File: src/rtl/reref_pkg.sv
package reref_pkg;

  typedef enum logic {
    ST_IDLE,
    ST_SEARCH
  } reref_state_e;

  // lowest index below n whose bit is set in v (0 if none)
  function automatic int unsigned lowest_set(input logic [63:0] v, input int unsigned n);
    int unsigned idx;
    idx = 0;
    for (int i = 63; i >= 0; i--) begin
      if (i < n && v[i]) idx = i;
    end
    return idx;
  endfunction

  // one step of a counter that stops at m
  function automatic logic [7:0] step_sat(input logic [7:0] v, input logic [7:0] m);
    return (v >= m) ? v : v + 8'd1;
  endfunction

endpackage

File: src/rtl/reref_lfsr.sv
module reref_lfsr #(
  parameter int          W    = 8,
  parameter logic [W-1:0] TAPS = 8'hB8,
  parameter logic [W-1:0] SEED = 8'h5A
) (
  input  logic         clk,
  input  logic         rst_n,
  output logic [W-1:0] q
);
  logic fb;

  assign fb = ^(q & TAPS);

  always_ff @(posedge clk or negedge rst_n) begin
    if (!rst_n) q <= SEED;
    else        q <= {q[W-2:0], fb};
  end
endmodule

File: src/rtl/reref_ctr_store.sv
module reref_ctr_store #(
  parameter int SETS = 64,
  parameter int WAYS = 4,
  parameter int CW   = 2,
  localparam int SET_W = $clog2(SETS),
  localparam int WAY_W = $clog2(WAYS),
  localparam int MAXV  = (1 << CW) - 1,
  localparam int FILLV = MAXV - 1
) (
  input  logic               clk,
  input  logic               rst_n,
  input  logic [SET_W-1:0]   sel_set,
  input  logic               clr_en,
  input  logic [WAY_W-1:0]   clr_way,
  input  logic               age_en,
  input  logic               fill_en,
  input  logic [WAY_W-1:0]   fill_way,
  output logic [WAYS*CW-1:0] rd_ctrs
);
  logic [WAYS*CW-1:0] set_vec [SETS];

  for (genvar s = 0; s < SETS; s++) begin : g_set
    logic [WAYS*CW-1:0] q;
    logic               hit_me;

    assign hit_me     = (sel_set == SET_W'(s));
    assign set_vec[s] = q;

    always_ff @(posedge clk or negedge rst_n) begin
      if (!rst_n) begin
        q <= '1;
      end else if (hit_me) begin
        for (int w = 0; w < WAYS; w++) begin
          if (clr_en && clr_way == WAY_W'(w))
            q[w*CW +: CW] <= '0;
          else if (fill_en && fill_way == WAY_W'(w))
            q[w*CW +: CW] <= CW'(FILLV);
          else if (age_en)
            q[w*CW +: CW] <= CW'(reref_pkg::step_sat(8'(q[w*CW +: CW]), 8'(MAXV)));
        end
      end
    end
  end

  assign rd_ctrs = set_vec[sel_set];
endmodule

File: src/rtl/reref_nru_store.sv
module reref_nru_store #(
  parameter int SETS = 64,
  parameter int WAYS = 4,
  localparam int SET_W = $clog2(SETS),
  localparam int WAY_W = $clog2(WAYS)
) (
  input  logic             clk,
  input  logic             rst_n,
  input  logic [SET_W-1:0] sel_set,
  input  logic             clr_en,
  input  logic [WAY_W-1:0] clr_way,
  input  logic             fill_en,
  input  logic [WAY_W-1:0] fill_way,
  output logic [WAYS-1:0]  rd_bits
);
  logic [WAYS-1:0] set_vec [SETS];

  for (genvar s = 0; s < SETS; s++) begin : g_set
    logic [WAYS-1:0] q;
    logic            hit_me;

    assign hit_me     = (sel_set == SET_W'(s));
    assign set_vec[s] = q;

    always_ff @(posedge clk or negedge rst_n) begin
      if (!rst_n) begin
        q <= '1;
      end else if (hit_me) begin
        for (int w = 0; w < WAYS; w++) begin
          if (clr_en && clr_way == WAY_W'(w))
            q[w] <= 1'b0;
          else if (fill_en)
            q[w] <= (fill_way != WAY_W'(w));
        end
      end
    end
  end

  assign rd_bits = set_vec[sel_set];
endmodule

File: src/rtl/reref_repl.sv
module reref_repl #(
  parameter int SETS   = 64,
  parameter int WAYS   = 4,
  parameter int CW     = 2,
  parameter int LFSR_W = 8,
  localparam int SET_W = $clog2(SETS),
  localparam int WAY_W = $clog2(WAYS),
  localparam int MAXV  = (1 << CW) - 1
) (
  input  logic             clk,
  input  logic             rst_n,
  input  logic             acc_valid,
  input  logic             acc_hit,
  input  logic [SET_W-1:0] acc_set,
  input  logic [WAY_W-1:0] acc_way,
  input  logic             nru_mode,
  output logic             acc_ready,
  output logic             victim_valid,
  output logic [WAY_W-1:0] victim_way
);
  import reref_pkg::*;

  reref_state_e        state_q;
  logic [SET_W-1:0]    cur_set_q;
  logic                cur_nru_q;

  // named events
  logic                acc_fire;
  logic                hit_evt;
  logic                miss_evt;
  logic                searching;
  logic                decide_evt;
  logic                age_evt;

  logic [SET_W-1:0]    sel_set;
  logic [WAYS*CW-1:0]  rd_ctrs;
  logic [WAYS-1:0]     rd_bits;
  logic [WAYS-1:0]     ctr_at_max;
  logic                ctr_found;
  logic [WAY_W-1:0]    ctr_pick;
  logic                nru_rand;
  logic [WAY_W-1:0]    nru_pick;
  logic [LFSR_W-1:0]   rnd;

  assign acc_ready  = (state_q == ST_IDLE);
  assign acc_fire   = acc_valid && acc_ready;
  assign hit_evt    = acc_fire && acc_hit;
  assign miss_evt   = acc_fire && !acc_hit;
  assign searching  = (state_q == ST_SEARCH);
  assign sel_set    = searching ? cur_set_q : acc_set;

  for (genvar w = 0; w < WAYS; w++) begin : g_max
    assign ctr_at_max[w] = (rd_ctrs[w*CW +: CW] == CW'(MAXV));
  end

  assign ctr_found = |ctr_at_max;
  assign ctr_pick  = WAY_W'(lowest_set(64'(ctr_at_max), WAYS));
  assign nru_rand  = (&rd_bits) || !(|rd_bits);
  assign nru_pick  = nru_rand ? rnd[WAY_W-1:0]
                              : WAY_W'(lowest_set(64'(rd_bits), WAYS));

  assign decide_evt   = searching && (cur_nru_q || ctr_found);
  assign age_evt      = searching && !cur_nru_q && !ctr_found;
  assign victim_valid = decide_evt;
  assign victim_way   = cur_nru_q ? nru_pick : ctr_pick;

  always_ff @(posedge clk or negedge rst_n) begin
    if (!rst_n) begin
      state_q   <= ST_IDLE;
      cur_set_q <= '0;
      cur_nru_q <= 1'b0;
    end else begin
      case (state_q)
        ST_IDLE: if (miss_evt) begin
          state_q   <= ST_SEARCH;
          cur_set_q <= acc_set;
          cur_nru_q <= nru_mode;
        end
        ST_SEARCH: if (decide_evt) state_q <= ST_IDLE;
        default: state_q <= ST_IDLE;
      endcase
    end
  end

  reref_ctr_store #(.SETS(SETS), .WAYS(WAYS), .CW(CW)) u_ctr (
    .clk      (clk),
    .rst_n    (rst_n),
    .sel_set  (sel_set),
    .clr_en   (hit_evt),
    .clr_way  (acc_way),
    .age_en   (age_evt),
    .fill_en  (decide_evt && !cur_nru_q),
    .fill_way (ctr_pick),
    .rd_ctrs  (rd_ctrs)
  );

  reref_nru_store #(.SETS(SETS), .WAYS(WAYS)) u_nru (
    .clk      (clk),
    .rst_n    (rst_n),
    .sel_set  (sel_set),
    .clr_en   (hit_evt),
    .clr_way  (acc_way),
    .fill_en  (decide_evt && cur_nru_q),
    .fill_way (nru_pick),
    .rd_bits  (rd_bits)
  );

  reref_lfsr #(.W(LFSR_W)) u_rnd (
    .clk   (clk),
    .rst_n (rst_n),
    .q     (rnd)
  );
endmodule

File: config.mk
export PLATFORM = sky130hd
export DESIGN_NAME = reref_repl
export DESIGN_NICKNAME = d
export VERILOG_FILES = /design/src/rtl/reref_pkg.sv /design/src/rtl/reref_lfsr.sv /design/src/rtl/reref_ctr_store.sv /design/src/rtl/reref_nru_store.sv /design/src/rtl/reref_repl.sv
export SDC_FILE = /design/constraint.sdc
export NUM_CORES = 2
export LEC_CHECK = 0
export ABC_AREA = 1
export ABC_CLOCK_PERIOD_IN_PS = 8800
export CORE_MARGIN = 4
export CORE_UTILIZATION = 41
export DETAILED_ROUTE_END_ITERATION = 6
export DONT_BUFFER_PORTS = 1
export MAX_ROUTING_LAYER = met4
export SLEW_MARGIN = 10
export SYNTH_ARGS = -nofsm -noshare
export SYNTH_HDL_FRONTEND = slang
export SYNTH_SLANG_ARGS = --single-unit
File: constraint.sdc
create_clock -name clk -period 8.8 [get_ports clk]
set_clock_uncertainty 0.2 [all_clocks]
set_input_delay 0.44 -clock clk [delete_from_list [all_inputs] [get_ports clk]]
set_output_delay 0.44 -clock clk [all_outputs]
set_load 0.02 [all_outputs]
After elaboration in Yosys (flattened, before gate mapping) --
Index checks and enable logic that the tools add are counted.
Word-level totals: bits in registers 784, input port bits 13, output and inout bits 4, word-level logic and storage cells 2966
Operators by class: add/sub/neg operators 256, $lt $le $gt $ge 257, equal/unequal tests 332, mux-type cells 1052, bitwise gates (word level) 2, reductions and logical operators 551
Operators by type and width (number):
- 2-bit two-way mux | 1034
- 3-bit AND reduction | 256
- 2-bit AND reduction | 257
- 2-bit by 1-bit adder with 2-bit output (second input constant) | 256
- 2-bit greater-or-equal comparator (second input constant) | 256
- 3-bit by 1-bit inequality test with 1-bit output (second input constant) | 167
- 3-bit inequality test (second input constant) | 89
- 6-bit equality test (second input constant) | 32
- 6-bit by 5-bit equality test with 1-bit output (second input constant) | 16
- 8-bit binary-select mux with 6-bit select | 1
- 6-bit by 4-bit equality test with 1-bit output (second input constant) | 8
- 4-bit binary-select mux with 6-bit select | 1
- 6-bit by 3-bit equality test with 1-bit output (second input constant) | 4
- 2-bit equality test (second input constant) | 8
- 1-bit logical AND | 16
- 8-bit two-way mux | 2
- 6-bit by 2-bit equality test with 1-bit output (second input constant) | 2
- 3-bit nonzero test | 4
- 1-bit two-way mux | 10
- 2-bit nonzero test | 5
- 4-bit two-way mux | 2
- 4-bit OR reduction | 2
- 8-bit parity | 1
- 7-bit greater-or-equal comparator (second input constant) | 1
- other kinds (13) | 20

Depth between registers and ports, before layout --
depth in word-level cells 14, depth in mapped cells 29, gate-level depth less buffers 24

Hierarchy --
A second synthesis with hierarchy kept.
Unflattened totals: cells, all modules 6397, area total of the unflattened synthesis 47470.5 µm²
By module, submodules not included:
- reref_ctr_store | instances 1, cells each 4548, area an instance 32716.4 µm², seq. area each 13452.9 µm²
- reref_nru_store | instances 1, cells each 1740, area an instance 13907.1 µm², seq. area each 6726.5 µm²
- reref_repl | instances 1, cells each 84, area an instance 570.5 µm², seq. area each 200.2 µm²
- reref_lfsr | instances 1, cells each 25, area an instance 276.5 µm², seq. area each 205.2 µm²

Worst setup path before layout --
OpenSTA, ideal clock, no wires.
path kind register to output, from reg state_q, in the netlist searching, to out victim_way[1], arrival time 2859 ps, path slack 5301 ps, cell stages (with the launch flop) 24, path buffers 6, cell sequence dfrtp_1 > buf_6 > inv_4 > nand2_4 > nand2_4 > buf_6 > buf_6 > buf_6 > nor2_1 > buf_6 > buf_4 > a22oi_1 > nand2_1 > nand2_1 > nand2_1 > o21ai_0 > nand2_1 > nor2_2 > nand2_1 > nand2_1 > nand3_1 > nand2_2 > inv_2 > a21oi_1
On the way: cells in the longest elaborated chain, start to end 11, elaborated cells on any way between the ends 26
Ends and longest elaborated chain:
- start, declared | line reref_repl.sv:23 | reref_state_e state_q;
- start signal, assigned | line reref_repl.sv:69 | state_q <= ST_IDLE;
- start signal, assigned | line reref_repl.sv:75 | state_q <= ST_SEARCH;
- start signal, assigned | line reref_repl.sv:79 | ST_SEARCH: if (decide_evt) state_q <= ST_IDLE;
- 6-bit two-way mux * | line reref_repl.sv:50 | assign sel_set = searching ? cur_set_q : acc_set;
- 6-bit NOT with 7-bit output (not written as such) * | line reref_ctr_store.sv:45, reref_nru_store.sv:39
- 8-bit binary-select mux with 6-bit select / 4-bit binary-select mux with 6-bit select (equally long branches) | line reref_ctr_store.sv:45, reref_nru_store.sv:39
- 8-bit two-way mux (not written as such) / 4-bit two-way mux (equally long branches) (2 in series) | line reref_ctr_store.sv:45, reref_nru_store.sv:39
- 2-bit equality test / 2-bit two-way mux (equally long branches) | line reref_repl.sv:53, reref_pkg.sv:13
- 2-bit two-way mux (3 in series) | line reref_pkg.sv:13 | if (i < n && v[i]) idx = i;
- 2-bit two-way mux, on equally long branches | line reref_pkg.sv:13, reref_repl.sv:59
- 2-bit two-way mux * | line reref_repl.sv:65 | assign victim_way = cur_nru_q ? nru_pick : ctr_pick;
- end, declared | line reref_repl.sv:19 | output logic [WAY_W-1:0] victim_way
Mark *: on every way between the ends. The rest lies on a longest branch, timed or not. The select of a mux whose other input is x is not followed.

Worst setup path in the final report --
from reg state_q, in the netlist searching, to reg u_ctr.g_set[5].q[5]
On the way: elaborated cells on any way between the ends 32
RTL lines:
- 1-bit NOT (no line) *
- net acc_ready | line reref_repl.sv:17 | output logic acc_ready,
- 1-bit logical AND * | line reref_repl.sv:46 | assign acc_fire = acc_valid && acc_ready;
- 1-bit logical AND * | line reref_repl.sv:47 | assign hit_evt = acc_fire && acc_hit;
- 1-bit logical AND * | line reref_ctr_store.sv:34 | if (clr_en && clr_way == WAY_W'(w))
- 3-bit inequality test (no line) / 3-bit nonzero test (equally long branches)
- 3-bit AND reduction (no line)
- end signal, assigned by index | line reref_ctr_store.sv:37 | q[w*CW +: CW] <= CW'(FILLV);
- end signal, assigned by index | line reref_ctr_store.sv:39 | q[w*CW +: CW] <= CW'(reref_pkg::step_sat(8'(q[w*CW +: CW]), 8'(MAXV)));
- end, declared | line reref_ctr_store.sv:23 | logic [WAYS*CW-1:0] q;
The timed path passes the listed nets; every way through them passes the cells marked *. The select of a mux whose other input is x is not followed. A chain may end at the register's enable or synchronous reset.

==> impl_metrics.csv <==
group,metric,value,unit
worst_setup_path,critPathSlowestCell,"buf_4",
drt,wl_per_cell,20.41,um
placed_design,portBuffers,0,
worst_setup_path,reg2regPathDepth,23,
clocking,cts_sinks,784,
drt,via_count,49943,
clocking,cts_resized,0,
drt,drc_errors,0,
worst_setup_path,crit_path_frequent_cell,"nand2_1",
timing,drv_slew,741,
clocking,postCtsHoldBufs,10,
power_and_ir_drop,clock_power_share,23.7,%
yosys,synthMuxAreaShare,0.02163,%
status,violations,"negative hold slack, max-slew violations",
floorplanning,core,125900,um2
yosys,yosys_register_bits,784,
yosys,synthesis.nets,7758,
clocking,clkTransAtPathRegs,0.06,ns
placed_design,placed_cell_area,53240,um2
placed_design,dp_hpwl,110.4,mm
placed_design,placed_cells,8825,
clocking,cts_buffers,94,
worst_setup_path,crit_type,"reg -> reg",
floorplanning,pin_count,17,
timing,whs,-0.4510,ns
power_and_ir_drop,intPower,0.009600,W
clocking,cts_buffer_depth,3,
power_and_ir_drop,combPwrFrac,42.0,%
floorplanning,dieArea,132700,um2
drt,final_antenna_net_count,0,
timing,hold_viol_final,38,
timing,finalCriticalPeriod,6.805,ns
grt,grt_usage,28.21,%
timing,fin_crit_sh,77.33,%
layout,final_cells,9010,
grt,grt.overflow.total,0,
yosys,ys_types,36,
floorplanning,fp.dieW,364.3,um
yosys,syn-mean-instance-area,6.951,um2
timing,rsz0062_at_grt,"no",
power_and_ir_drop,p_seq_share,34.4,%
worst_setup_path,cp.required,9.21,ns
worst_setup_path,cp.arrival,7.22,ns
run,maxCapViolCount,0,
timing,tightest_slew,5.635,ns
layout,final_common_cell,"nand2_1",
layout,area_delta_synth_final,8.596,%
timing,max_slew_margin,-275.7,%
yosys,synth-simple-area-share,36.65,%
clocking,tritoncts,"built",
yosys,synth_top_family_by_area,"simple AND/OR/NAND/NOR gates",
worst_setup_path,cp_max_fo,130,
drt,via_per_inst,5.543,
layout,final_cell_mix,"nand2_1 (2,758), dfstp_2 (772), nand3_1 (708)",
worst_setup_path,crit_path_end_kind,"flop",
power_and_ir_drop,power_switching,0.007729,W
grt,grt_pass1_vias,47412,
worst_setup_path,reg2reg_slack,2.00,ns
power_and_ir_drop,swShare,44.60,%
drt,first_pass_iters,6,
worst_setup_path,crit-reg2reg-capture,"u_ctr.g_set[5].q[5]",
yosys,yosysSeqAreaShare,39.55,%
layout,final_area,56530,um2
worst_setup_path,r2r-start,"searching",
floorplanning,start_util,41.35,%
power_and_ir_drop,power,0.01733,W
timing,fin_tns_setup,0,ns
drt,dr.first_iter.drc_count,4776,
floorplanning,die_y,364.3,um
yosys,synth_cells,7489,
power_and_ir_drop,leakage,27.43,nW
clocking,clkLatencyLatePin,0.72,ns
yosys,synthXorXnorAreaFrac,0.05048,%
clocking,ctsRootBufferMaster,"clkbuf_16",
clocking,post_cts_buffers,0,
drt,wl,183.9,mm
status,outcome,"finished, violations left",
min_path,hold_class,"in -> async",
power_and_ir_drop,vdd_drop_max,0.5517,mV
yosys,synth_compound_gate_area_share,9.848,%
timing,finalSetupViolations,0,
clocking,htreeDepth,3,
power_and_ir_drop,p_per_area,306.6,nW/um2
layout,nets,7550,
yosys,yosys_warnings,0,
yosys,synth.cell_area,52050,um2
placed_design,place.gp.congestion,0.8882,
layout,drive_above_1_share,16.32,%
worst_setup_path,start_kind,"flop",
worst_setup_path,crit_chain,"inv_4, nand2_4, nand2_8, buf_12, nand2_1, o21ai_0, nand2_1, nand2_1, nand2_1, nand2_1, o21ai_0, nand2_1, nor2_1, nand2_1, nand2_1, nor2_1, nand4_1, buf_4, buf_4, nand3_1, nand2_1, nand2_1, o21ai_0",
grt,antenna_found_initial,4,
worst_setup_path,cp_slowest_stage_delay,0.81,ns
yosys,synth_fa_ha_area_share,6.153,%
grt,grt_max_degree,785,
timing,fmax,0.1470,GHz
grt,grt_pass1_wl,284.2,mm
floorplanning,fp-row-count,130,
==> worst max-delay path: cells and delay by family (launching register included) <==
family / cells / cell delay [ns]
flip-flops: 1 / 0.80
buffers and inverters: 4 / 2.03
AO/OA/AOI/OAI: 3 / 0.55
AND/OR/NAND/NOR: 16 / 2.78
==> worst max path at each step <==
stage / from / to / slack [ns] / depth (start not counted)
global placement: searching / u_ctr.g_set[9].q[5] / 2.35 / 23
floorplan: searching / victim_way[1] / 5.30 / 23
CTS: searching / u_ctr.g_set[5].q[5] / 2.20 / 23
detailed placement: searching / u_ctr.g_set[5].q[5] / 2.24 / 23
global route: searching / u_ctr.g_set[62].q[4] / 1.65 / 23
finish: searching / u_ctr.g_set[5].q[5] / 2.00 / 23
==> Yosys cell counts <==
master | instances | area (um2)
nor2_4 | 1 | 11.26
inv_4 | 2 | 12.51
dfstp_2 | 772 | 20280
nand2_2 | 6 | 37.54
nand2_4 | 4 | 45.04
nand2_8 | 1 | 20.02
nand2_1 | 2762 | 10370
nor2_2 | 7 | 43.79
buf_6 | 13 | 146.4
xnor2_1 | 2 | 17.52
or2_2 | 62 | 387.9
mux2_2 | 1 | 11.26
nor3_1 | 68 | 340.3
ha_1 | 256 | 3203
o21ai_1 | 84 | 420.4
clkbuf_2 | 4 | 20.02
nor2_1 | 701 | 2631
clkbuf_1 | 176 | 660.6
xor2_1 | 1 | 8.760
inv_1 | 511 | 1918
buf_1 | 30 | 112.6
nand3b_1 | 135 | 1013
buf_2 | 168 | 840.8
nand4_1 | 5 | 31.28
o21ai_0 | 687 | 3438
inv_2 | 2 | 7.510
buf_8 | 5 | 75.07
a22oi_1 | 120 | 900.9
dfrtp_1 | 12 | 300.3
buf_4 | 29 | 217.7
nand3_1 | 708 | 3543
nand3_2 | 29 | 290.3
o21ai_2 | 3 | 26.28
or2_1 | 50 | 312.8
a21oi_1 | 68 | 340.3
clkinv_1 | 4 | 15.01
==> metrics by stage <==
step                setup slack [ns]  utilization [%]  hold slack (ns)
global placement               2.345            42.29          0.02922
detailed placement             2.243            42.29          0.03795
floorplan                      5.301                -         -0.05559
global route                   1.647            44.90          -0.6259
finish                         1.995            44.90          -0.4510
CTS                            2.197            44.90          -0.7540
==> logic make-up after synthesis <==
kind of cell	count (synthesis)
xor gates and xnor gates	3
adders and majority gates	256
and+or+nand+nor	4539
AOI/OAI and AO/OA	962
buffers and inverters	944
DFF	784
muxes	1
==> metal layers <==
layer  vias to the layer above  track usage [%]  wire length [um]
met1                     23955            36.53             78520
met4                         0            13.89              9639
met2                      1937            42.68             81020
met3                       391            5.024             14750
met5                         -                -                 0
li1                      23660                -                 -
==> state kept, by name (all words and copies together), names as in the netlist <==
name	count
cur_set_q	6
cur_nru_q	1
searching	1
u_nru.g_set.q	256
u_ctr.g_set.q	512
u_rnd.q	8
==> power groups by stage <==
stage / Clock [W] / Sequential (W) / Combinational [W]
finish: 0.00410 / 0.00595 / 0.00727
global placement: 0 / 0.00594 / 0.00702
CTS: 0.00417 / 0.00592 / 0.00718
floorplan: 0 / 0.00571 / 0.00530
global route: 0.00431 / 0.00608 / 0.00809
detailed placement: 0 / 0.00595 / 0.00715
==> layout make-up <==
cell class	count	area [um2]
clock inverters	37	432.9
diodes	2	5.005
clock buffers	136	2751
repair buffers	121	1059
fillers	12844	69370
multi-input cells	5761	27660
well taps	1650	2064
inverters	519	1969
flip-flops and latches	784	20580
No activity file was read; power rests on OpenSTA's default activity.
